**config.mk**
```make
export PLATFORM = sky130hd
export DESIGN_NAME = simd_elw_adder
export DESIGN_NICKNAME = d
export VERILOG_FILES = /design/src/rtl/elw_pkg.sv /design/src/rtl/elw_ctrl.sv /design/src/rtl/elw_datapath.sv /design/src/rtl/simd_elw_adder.sv
export SDC_FILE = /design/constraint.sdc
export NUM_CORES = 1
export LEC_CHECK = 0
export BUFFER_PORTS_ARGS = -buffer_cell sky130_fd_sc_hd__clkbuf_2
export CORE_MARGIN = 2
export CORE_UTILIZATION = 54
export CTS_BUF_LIST = sky130_fd_sc_hd__clkbuf_4 sky130_fd_sc_hd__clkbuf_8 sky130_fd_sc_hd__clkbuf_16
export DETAILED_ROUTE_END_ITERATION = 12
export PLACE_DENSITY = 0.83
export REMOVE_ABC_BUFFERS = 1
export SLEW_MARGIN = 0
export SYNTH_ARGS = -nofsm -noshare
export SYNTH_HDL_FRONTEND = slang
export SYNTH_SLANG_ARGS = --single-unit
```
**constraint.sdc**
```tcl
create_clock -name clk -period 1.02 [get_ports clk]
set_clock_uncertainty 0.05 [all_clocks]
set_input_delay 0.102 -clock clk [delete_from_list [all_inputs] [get_ports clk]]
set_output_delay 0.102 -clock clk [all_outputs]
set_load 0.005 [all_outputs]
```
**src/rtl/elw_pkg.sv**
```systemverilog
package elw_pkg;

  localparam int REG_W   = 64;
  localparam int NBYTES  = REG_W / 8;
  localparam int NCODES  = 4;

  // Element width codes: width = 8 << code
  typedef enum logic [1:0] {
    EW8  = 2'd0,
    EW16 = 2'd1,
    EW32 = 2'd2,
    EW64 = 2'd3
  } elwCode_t;

  // Width override encodings
  localparam logic [1:0] SEL_DEF  = 2'b00;
  localparam logic [1:0] SEL_HALF = 2'b01;
  localparam logic [1:0] SEL_DBL  = 2'b10;
  localparam logic [1:0] SEL_BYTE = 2'b11;

  // Strobes from control to datapath
  typedef struct packed {
    logic              load;
    elwCode_t          width;
    logic              scalar;
    logic              signExt;
    logic [NBYTES-1:0] takeNew;
  } elwStrobe_t;

  function automatic logic [REG_W-1:0] lowMaskOf(input elwCode_t code);
    case (code)
      EW8:     return 64'h0000_0000_0000_00FF;
      EW16:    return 64'h0000_0000_0000_FFFF;
      EW32:    return 64'h0000_0000_FFFF_FFFF;
      default: return '1;
    endcase
  endfunction

  function automatic logic [REG_W-1:0] byteToBits(input logic [NBYTES-1:0] bm);
    logic [REG_W-1:0] r;
    for (int i = 0; i < NBYTES; i++) r[i*8 +: 8] = {8{bm[i]}};
    return r;
  endfunction

endpackage

```
**src/rtl/elw_ctrl.sv**
```systemverilog
module elw_ctrl
  import elw_pkg::*;
#(
  parameter int VL_W = 7
) (
  input  logic            clk,
  input  logic            rstN,
  input  logic            inValid,
  input  logic [1:0]      widthSel,
  input  logic            narrowXlen,
  input  logic            scalarOp,
  input  logic            signExt,
  input  logic [VL_W-1:0] vl,
  output elwStrobe_t      strobe
);

  localparam int MAX_LANES = NBYTES;

  elwCode_t             defCode;
  elwCode_t             effCode;
  logic [3:0]           laneCount;
  logic [MAX_LANES-1:0] lanePred;
  logic [NBYTES-1:0]    takeNew;

  always_comb begin
    defCode = narrowXlen ? EW32 : EW64;
    case (widthSel)
      SEL_DEF:  effCode = defCode;
      SEL_HALF: effCode = elwCode_t'(defCode - 2'd1);
      SEL_DBL:  effCode = (defCode == EW64) ? EW64 : elwCode_t'(defCode + 2'd1);
      default:  effCode = EW8;
    endcase
    laneCount = 4'd8 >> effCode;
  end

  // Hidden predicate: lane i active when i < vl and the lane exists
  for (genvar i = 0; i < MAX_LANES; i++) begin : g_pred
    assign lanePred[i] = (4'(i) < laneCount) && (vl > VL_W'(i));
  end

  // Byte-level write enables derived from the lane each byte belongs to
  for (genvar b = 0; b < NBYTES; b++) begin : g_byte
    logic [2:0] laneIdx;
    assign laneIdx    = 3'(b) >> effCode;
    assign takeNew[b] = scalarOp | lanePred[laneIdx];
  end

  assign strobe = '{load:    inValid,
                    width:   effCode,
                    scalar:  scalarOp,
                    signExt: signExt,
                    takeNew: takeNew};

  AST_PRED_PREFIX: assert property (@(posedge clk) disable iff (!rstN)
    (lanePred & (lanePred + 8'd1)) == '0);

  AST_VL_ZERO_KEEPS_ALL: assert property (@(posedge clk) disable iff (!rstN)
    (!scalarOp && vl == '0) |-> takeNew == '0);

  AST_LONG_VL_ALL_LANES: assert property (@(posedge clk) disable iff (!rstN)
    (!scalarOp && vl >= VL_W'(MAX_LANES)) |-> takeNew == '1);

  AST_DBL_CLAMP: assert property (@(posedge clk) disable iff (!rstN)
    (widthSel == SEL_DBL) |-> effCode == EW64);

endmodule

```
**src/rtl/elw_datapath.sv**
```systemverilog
module elw_datapath
  import elw_pkg::*;
(
  input  logic             clk,
  input  logic             rstN,
  input  elwStrobe_t       strobe,
  input  logic [REG_W-1:0] rs1,
  input  logic [REG_W-1:0] rs2,
  input  logic [REG_W-1:0] rdOld,
  output logic             outValid,
  output logic [REG_W-1:0] rdOut
);

  logic [NCODES-1:0][REG_W-1:0] sumByCode;
  logic [REG_W-1:0]             laneSum;
  logic [REG_W-1:0]             lowMask;
  logic                         topBit;
  logic [REG_W-1:0]             scalarVal;
  logic [REG_W-1:0]             newVal;
  logic [REG_W-1:0]             nextRd;

  // One adder bank per width variant; no carry between lanes
  for (genvar k = 0; k < NCODES; k++) begin : g_width
    localparam int EW    = 8 << k;
    localparam int LANES = REG_W / EW;
    for (genvar l = 0; l < LANES; l++) begin : g_lane
      assign sumByCode[k][l*EW +: EW] = rs1[l*EW +: EW] + rs2[l*EW +: EW];
    end
  end

  always_comb begin
    laneSum   = sumByCode[strobe.width];
    lowMask   = lowMaskOf(strobe.width);
    topBit    = |(laneSum & (lowMask ^ (lowMask >> 1)));
    scalarVal = (laneSum & lowMask) |
                ((strobe.signExt && topBit) ? ~lowMask : '0);
    newVal    = strobe.scalar ? scalarVal : laneSum;
    for (int b = 0; b < NBYTES; b++) begin
      nextRd[b*8 +: 8] = strobe.takeNew[b] ? newVal[b*8 +: 8] : rdOld[b*8 +: 8];
    end
  end

  always_ff @(posedge clk or negedge rstN) begin
    if (!rstN) begin
      rdOut    <= '0;
      outValid <= 1'b0;
    end else begin
      outValid <= strobe.load;
      if (strobe.load) rdOut <= nextRd;
    end
  end

  AST_VALID_FOLLOWS_LOAD: assert property (@(posedge clk) disable iff (!rstN)
    strobe.load |=> outValid);

  AST_IDLE_HOLDS: assert property (@(posedge clk) disable iff (!rstN)
    !strobe.load |=> (!outValid && $stable(rdOut)));

  AST_INACTIVE_BYTES_KEPT: assert property (@(posedge clk) disable iff (!rstN)
    (strobe.load && !strobe.scalar) |=>
      ((rdOut ^ $past(rdOld)) & ~byteToBits($past(strobe.takeNew))) == '0);

  AST_SCALAR_UPPER_FILL: assert property (@(posedge clk) disable iff (!rstN)
    (strobe.load && strobe.scalar) |=>
      ((rdOut & ~lowMaskOf($past(strobe.width))) ==
       (($past(strobe.signExt) &&
         (|(rdOut & (lowMaskOf($past(strobe.width)) ^
                     (lowMaskOf($past(strobe.width)) >> 1)))))
        ? ~lowMaskOf($past(strobe.width)) : 64'd0)));

endmodule

```
**src/rtl/simd_elw_adder.sv**
```systemverilog
module simd_elw_adder
  import elw_pkg::*;
#(
  parameter int VL_W = 7
) (
  input  logic            clk,
  input  logic            rstN,
  input  logic            inValid,
  input  logic [1:0]      widthSel,
  input  logic            narrowXlen,
  input  logic            scalarOp,
  input  logic            signExt,
  input  logic [VL_W-1:0] vl,
  input  logic [63:0]     rs1,
  input  logic [63:0]     rs2,
  input  logic [63:0]     rdOld,
  output logic            outValid,
  output logic [63:0]     rdOut
);

  elwStrobe_t strobe;

  elw_ctrl #(.VL_W(VL_W)) u_ctrl (
    .clk       (clk),
    .rstN      (rstN),
    .inValid   (inValid),
    .widthSel  (widthSel),
    .narrowXlen(narrowXlen),
    .scalarOp  (scalarOp),
    .signExt   (signExt),
    .vl        (vl),
    .strobe    (strobe)
  );

  elw_datapath u_dp (
    .clk     (clk),
    .rstN    (rstN),
    .strobe  (strobe),
    .rs1     (rs1),
    .rs2     (rs2),
    .rdOld   (rdOld),
    .outValid(outValid),
    .rdOut   (rdOut)
  );

  AST_RESET_CLEAR: assert property (@(posedge clk)
    !rstN |=> (!outValid && rdOut == '0));

endmodule

```
==> impl_metrics.ini, run 1 <==
[clock_network]
clk_path_buf_depth = 2
cts.sinks = 65
root_buffer = clkbuf_16
h-tree-depth = 3
numCtsBuffers = 9

[floorplan]
pin_count = 272
start_util_pct = 55.3
die-width_um = 134
fp-row-count = 47
die_height_um = 134

[yosys]
synth_largest_area_cell = dfrtp_1
async_reset_ff_share_pct = 100
ys_seq_area_share_pct = 17.7
ys_types = 86
ys_top_cells_by_count = a21oi_1, nand2_1, nor2_1, o21ai_0, ha_1
ys_ff_latch = 65
synth_top_cell_area_share_pct = 17.7
synthFlopType = dfrtp_1
syn_area_sq_um = 9180
synth_edf_count = 0
avgSynthCellArea_sq_um = 7.15
yosys-top-cells-area = dfrtp_1, ha_1, a21oi_1, o21ai_0, nand2_1
ys_warn_count = 0
yosysMostFrequentCell = a21oi_1
synth_cells = 1284

[outcome]
status = stopped before the end
first-error = [ERROR GRT-0116] Global routing finished with congestion. Check the congestion regions in the DRC Viewer.
lastStage = global routing

[place]
hpwl_um = 32600
routabilityCongestion = 1.11
portBuffers = 271
dp_cells = 2103

[global_route]
grt_overflow = 93
grt_usage_pct = 78.7
grt_pass1_wl_um = 109000
grt_max_degree = 48
first_global_vias = 18400
[metrics by stage]
stage / util, % / hold slack [ns] / worst slack [ns] / cell area [sq um] / TNS, ns
after floorplan: - / -0.244 / -3.89 / 8830 / -206.53
after global placement: 82.1 / -0.0630 / -2.40 / 13600 / -128.69
after detailed placement: 82.1 / -0.0634 / -2.46 / 13600 / -134.25
after CTS: 93.9 / 0.00247 / -1.57 / 15600 / -90.09
[logic make-up after synthesis]
logic type | Yosys count | share of synthesized area (%)
flops | 65 | 17.7
compound gates | 508 | 35.5
xor+xnor | 56 | 5.55
simple gates | 440 | 22.6
mux | 16 | 1.80
buf+inv | 117 | 5.11
fa+ha+maj | 82 | 11.7
[per-layer routing]
metal  global-route usage [%]  overflow
met1                     75.6         0
met2                     95.2        46
met3                     66.7         1
met4                     80.6        46
met5                     32.5         0
[timing repair]
| action | CTS |
|---|---|
| pin swaps | 119 |
| setup buffers | 43 |
| hold endpoints to repair | 78 |
| cloned | 1 |
| setup endpoints to repair | 78 |
| hold buffers | 14 |
| resized for setup | 277 |
==> inputs of run 2 (changes only) <==
- CORE_UTILIZATION: 54 -> 40
- CTS_BUF_LIST: sky130_fd_sc_hd__clkbuf_4 sky130_fd_sc_hd__clkbuf_8 sky130_fd_sc_hd__clkbuf_16 -> not set
- PLACE_DENSITY: 0.83 -> not set
- PLACE_DENSITY_LB_ADDON: not set -> 0.15
==> run 2 against run 1 <==
  * Area after synthesis unchanged
  * The flow now finishes, with violations (hold timing, setup timing)
  * Synthesized cell count is the same
==> impl_metrics.ini, run 2 <==
[outcome]
status = finished with violations
violations = hold timing, setup timing

[yosys]
synth_fa_ha_area_share_pct = 11.7
synth_top_cell_area_share_pct = 17.7
synthXorXnorAreaFrac_pct = 5.55
yosysMostFrequentCell = a21oi_1
ys_types = 86
synth_edf_count = 0
yosys-top-cells-area = dfrtp_1, ha_1, a21oi_1, o21ai_0, nand2_1
synth_top_family_by_area = compound AO/OA/AOI/OAI gates
syn_area_sq_um = 9180
synthSimpleGateAreaFrac_pct = 22.6
avgSynthCellArea_sq_um = 7.15
async_reset_ff_share_pct = 100
synth_cells = 1284
synthFlopType = dfrtp_1
synth_largest_area_cell = dfrtp_1
synth_compound_area_share_pct = 35.5
ys_warn_count = 0
ys_top_cells_by_count = a21oi_1, nand2_1, nor2_1, o21ai_0, ha_1
synthMuxAreaShare_pct = 1.80
ys_seq_area_share_pct = 17.7
ys_ff_latch = 65

[finish]
area_growth_pct = 86.8
nNetsFinal = 2325
layout_commonest_cell = buf_4
largest_reg_flops = 64
drive_gt1_share_pct = 53.6
final_cell_mix = buf_4, clkbuf_2, nand2_1
reg_top3 = u_dp.rdOut (64), u_dp.outValid (1)
top_register = u_dp.rdOut
n_antenna_cell = 0
utilization_pct = 75.9

[timing]
slew_violations = 0
fin_crit_sh_pct = 274
setup_viol = 73
finalCriticalPeriod_ns = 2.79
grt_setup_unrepaired = yes
hold_ws_ns = -0.0143
layout_setup_ws_ns = -1.77
slew_headroom_pct = 52.6
finalHoldViolCount = 3
tightest_slew_ns = 0.709
fmax_mhz = 358

[pwr]
power.net_switching_uw = 7460
pwr-share-clk_pct = 17.4
combPwrFrac_pct = 63.3
p_sw_share_pct = 41.1
p_int_uw = 10700
seqPwrFrac_pct = 19.3
leakagePower_uw = 0.00805
ir_worst_vdd_uv = 676
p_per_area_nw_per_um2 = 1060
p_total_uw = 18200

[global_route]
antenna_found_initial = 0
grt_pass1_wl_um = 69400
grt_max_degree = 67
grt_usage_pct = 36.3
grt_overflow = 0
first_global_vias = 13200

[clock_network]
cts_tree = built
root_buffer = clkbuf_16
clk_pin_slew_worst_paths_ns = 0.06
clock_latency_ns = 0.35
cts.sinks = 65
clk_path_buf_depth = 2
h-tree-depth = 3
numCtsBuffers = 9

[floorplan]
pin_count = 272
coreArea_sq_um = 22600
die_height_um = 155
start_util_pct = 40.7
die-width_um = 155
dieArea_sq_um = 24200
fp-row-count = 55

[detailed_routing]
wl_per_cell_um = 19.8
firstDrtPassIters = 6
routed-wl-met2_um = 20900
m1WireLength_um = 19400
drt_wl_total_um = 46000
wl_met3_um = 3780
drt-initial-drc-count = 1296
top_layer_used = met5
drc = 0
ant_nets = 0
routed-via-count = 13400
vias_per_cell = 5.76

[min_path]
worstHoldPathType = in2reg

[setup_path]
critical_path_class = in2reg
cp.required_ns = 1.20
crit_path_cell_trace = clkbuf_2 > ha_4 > a21oi_1 > buf_4 > o21ai_0 > nor4_1 > a22oi_2 > a21oi_2 > buf_6 > o311ai_4 > o21ai_1 > o211ai_1 > a21o_1 > a221o_1
cp-end-kind = flop
crit_path_start_kind = input port
worstPathArrival_ns = 2.97
slowest_delay_ns = 0.38
cp_max_fo = 3
slowest_stage = nor4_1

[flow_run]
cap_violations = 0

[place]
portBuffers = 271
routabilityCongestion = 1.07
hpwl_um = 34100
[run 2: cell counts after synthesis]
No cell type changed its count.
[run 2: logic make-up after synthesis]
family                     count (synthesis)
xor gates and xnor gates                  56
muxes                                     16
DFF                                       65
buffers and inverters                    117
adders and majority gates                 82
and+or+nand+nor                          440
AOI/OAI and AO/OA                        508
[run 2: metal layers]
| metal | vias to the layer above | GRT usage (%) |
|---|---|---|
| li1 | 6299 | - |
| met3 | 142 | 6.27 |
| met2 | 680 | 58.7 |
| met5 | - | 0 |
| met4 | 2 | 15.0 |
| met1 | 6293 | 47.8 |
[run 2: worst max-delay path: cells and delay by family]
| kind | cells | cell delay (ns) |
|---|---|---|
| AND/OR/NAND/NOR | 1 | 0.38 |
| buffers and inverters | 3 | 0.43 |
| AO/OA/AOI/OAI | 9 | 1.79 |
| adder cells (fa/ha/maj) | 1 | 0.24 |
[run 2: layout make-up]
| cell class | instances | area, sq um |
|---|---|---|
| inverters | 33 | 134 |
| clock buffers | 13 | 270 |
| fillers | 1678 | 5430 |
| flip-flops and latches | 65 | 1630 |
| repair buffers | 829 | 5960 |
| clock inverters | 2 | 12.5 |
| multi-input cells | 1102 | 8770 |
| well taps | 285 | 357 |
[run 2: final timing paths]
kind / slack (ns) / start / to / cells past startpoint
worst min register to register: 0.44 / u_dp.rdOut[30]$_DFFE_PN0P_ / u_dp.rdOut[30]$_DFFE_PN0P_ / 2
max in group asynchronous: 0.33 / rstN / u_dp.rdOut[35]$_DFFE_PN0P_ / 3
worst min-delay path: -0.01 / rdOld[44] / u_dp.rdOut[44]$_DFFE_PN0P_ / 3
min in group asynchronous: 0.25 / rstN / u_dp.rdOut[61]$_DFFE_PN0P_ / 3
worst max register to register: 0.04 / u_dp.rdOut[10]$_DFFE_PN0P_ / u_dp.rdOut[10]$_DFFE_PN0P_ / 3
worst max-delay path: -1.77 / rs1[23] / u_dp.rdOut[60]$_DFFE_PN0P_ / 14
[run 2: what timing repair did]
action / CTS / global route
hold buffers: 14 / 0
setup endpoints to repair: 75 / 93
pin swaps: 134 / 116
setup buffers: 62 / 37
hold endpoints to repair: 78 / 0
gates resized for setup: 320 / 124
gates cloned: 1 / 0
[run 2: per-stage QoR]
| step | std cells | instance area [sq um] | setup WS, ns | TNS (ns) | hold slack, ns |
|---|---|---|---|---|---|
| after global routing | 2329 | 17100 | -1.83 | -100.34 | 0.00834 |
| after detailed placement | 2212 | 14000 | -2.79 | -135.74 | 0.0988 |
| final | 2329 | 17100 | -1.77 | -95.02 | -0.0143 |
| after global placement | 2212 | 14000 | -2.66 | -133.86 | 0.0941 |
| after floorplan | 1200 | 8830 | -3.89 | -206.53 | -0.244 |
| after CTS | 2295 | 16300 | -1.76 | -91.52 | 0.00271 |
[run 2: power groups by stage]
| stage | registers (uW) | logic (uW) | clock network, uW |
|---|---|---|---|
| floorplan | 3510 | 4020 | 0 |
| global placement | 3520 | 8780 | 0 |
| detailed placement | 3530 | 8870 | 0 |
| CTS | 3490 | 10300 | 3180 |
| global route | 3550 | 12300 | 3260 |
| finish | 3510 | 11500 | 3160 |
No activity file was read; power rests on OpenSTA's default activity.
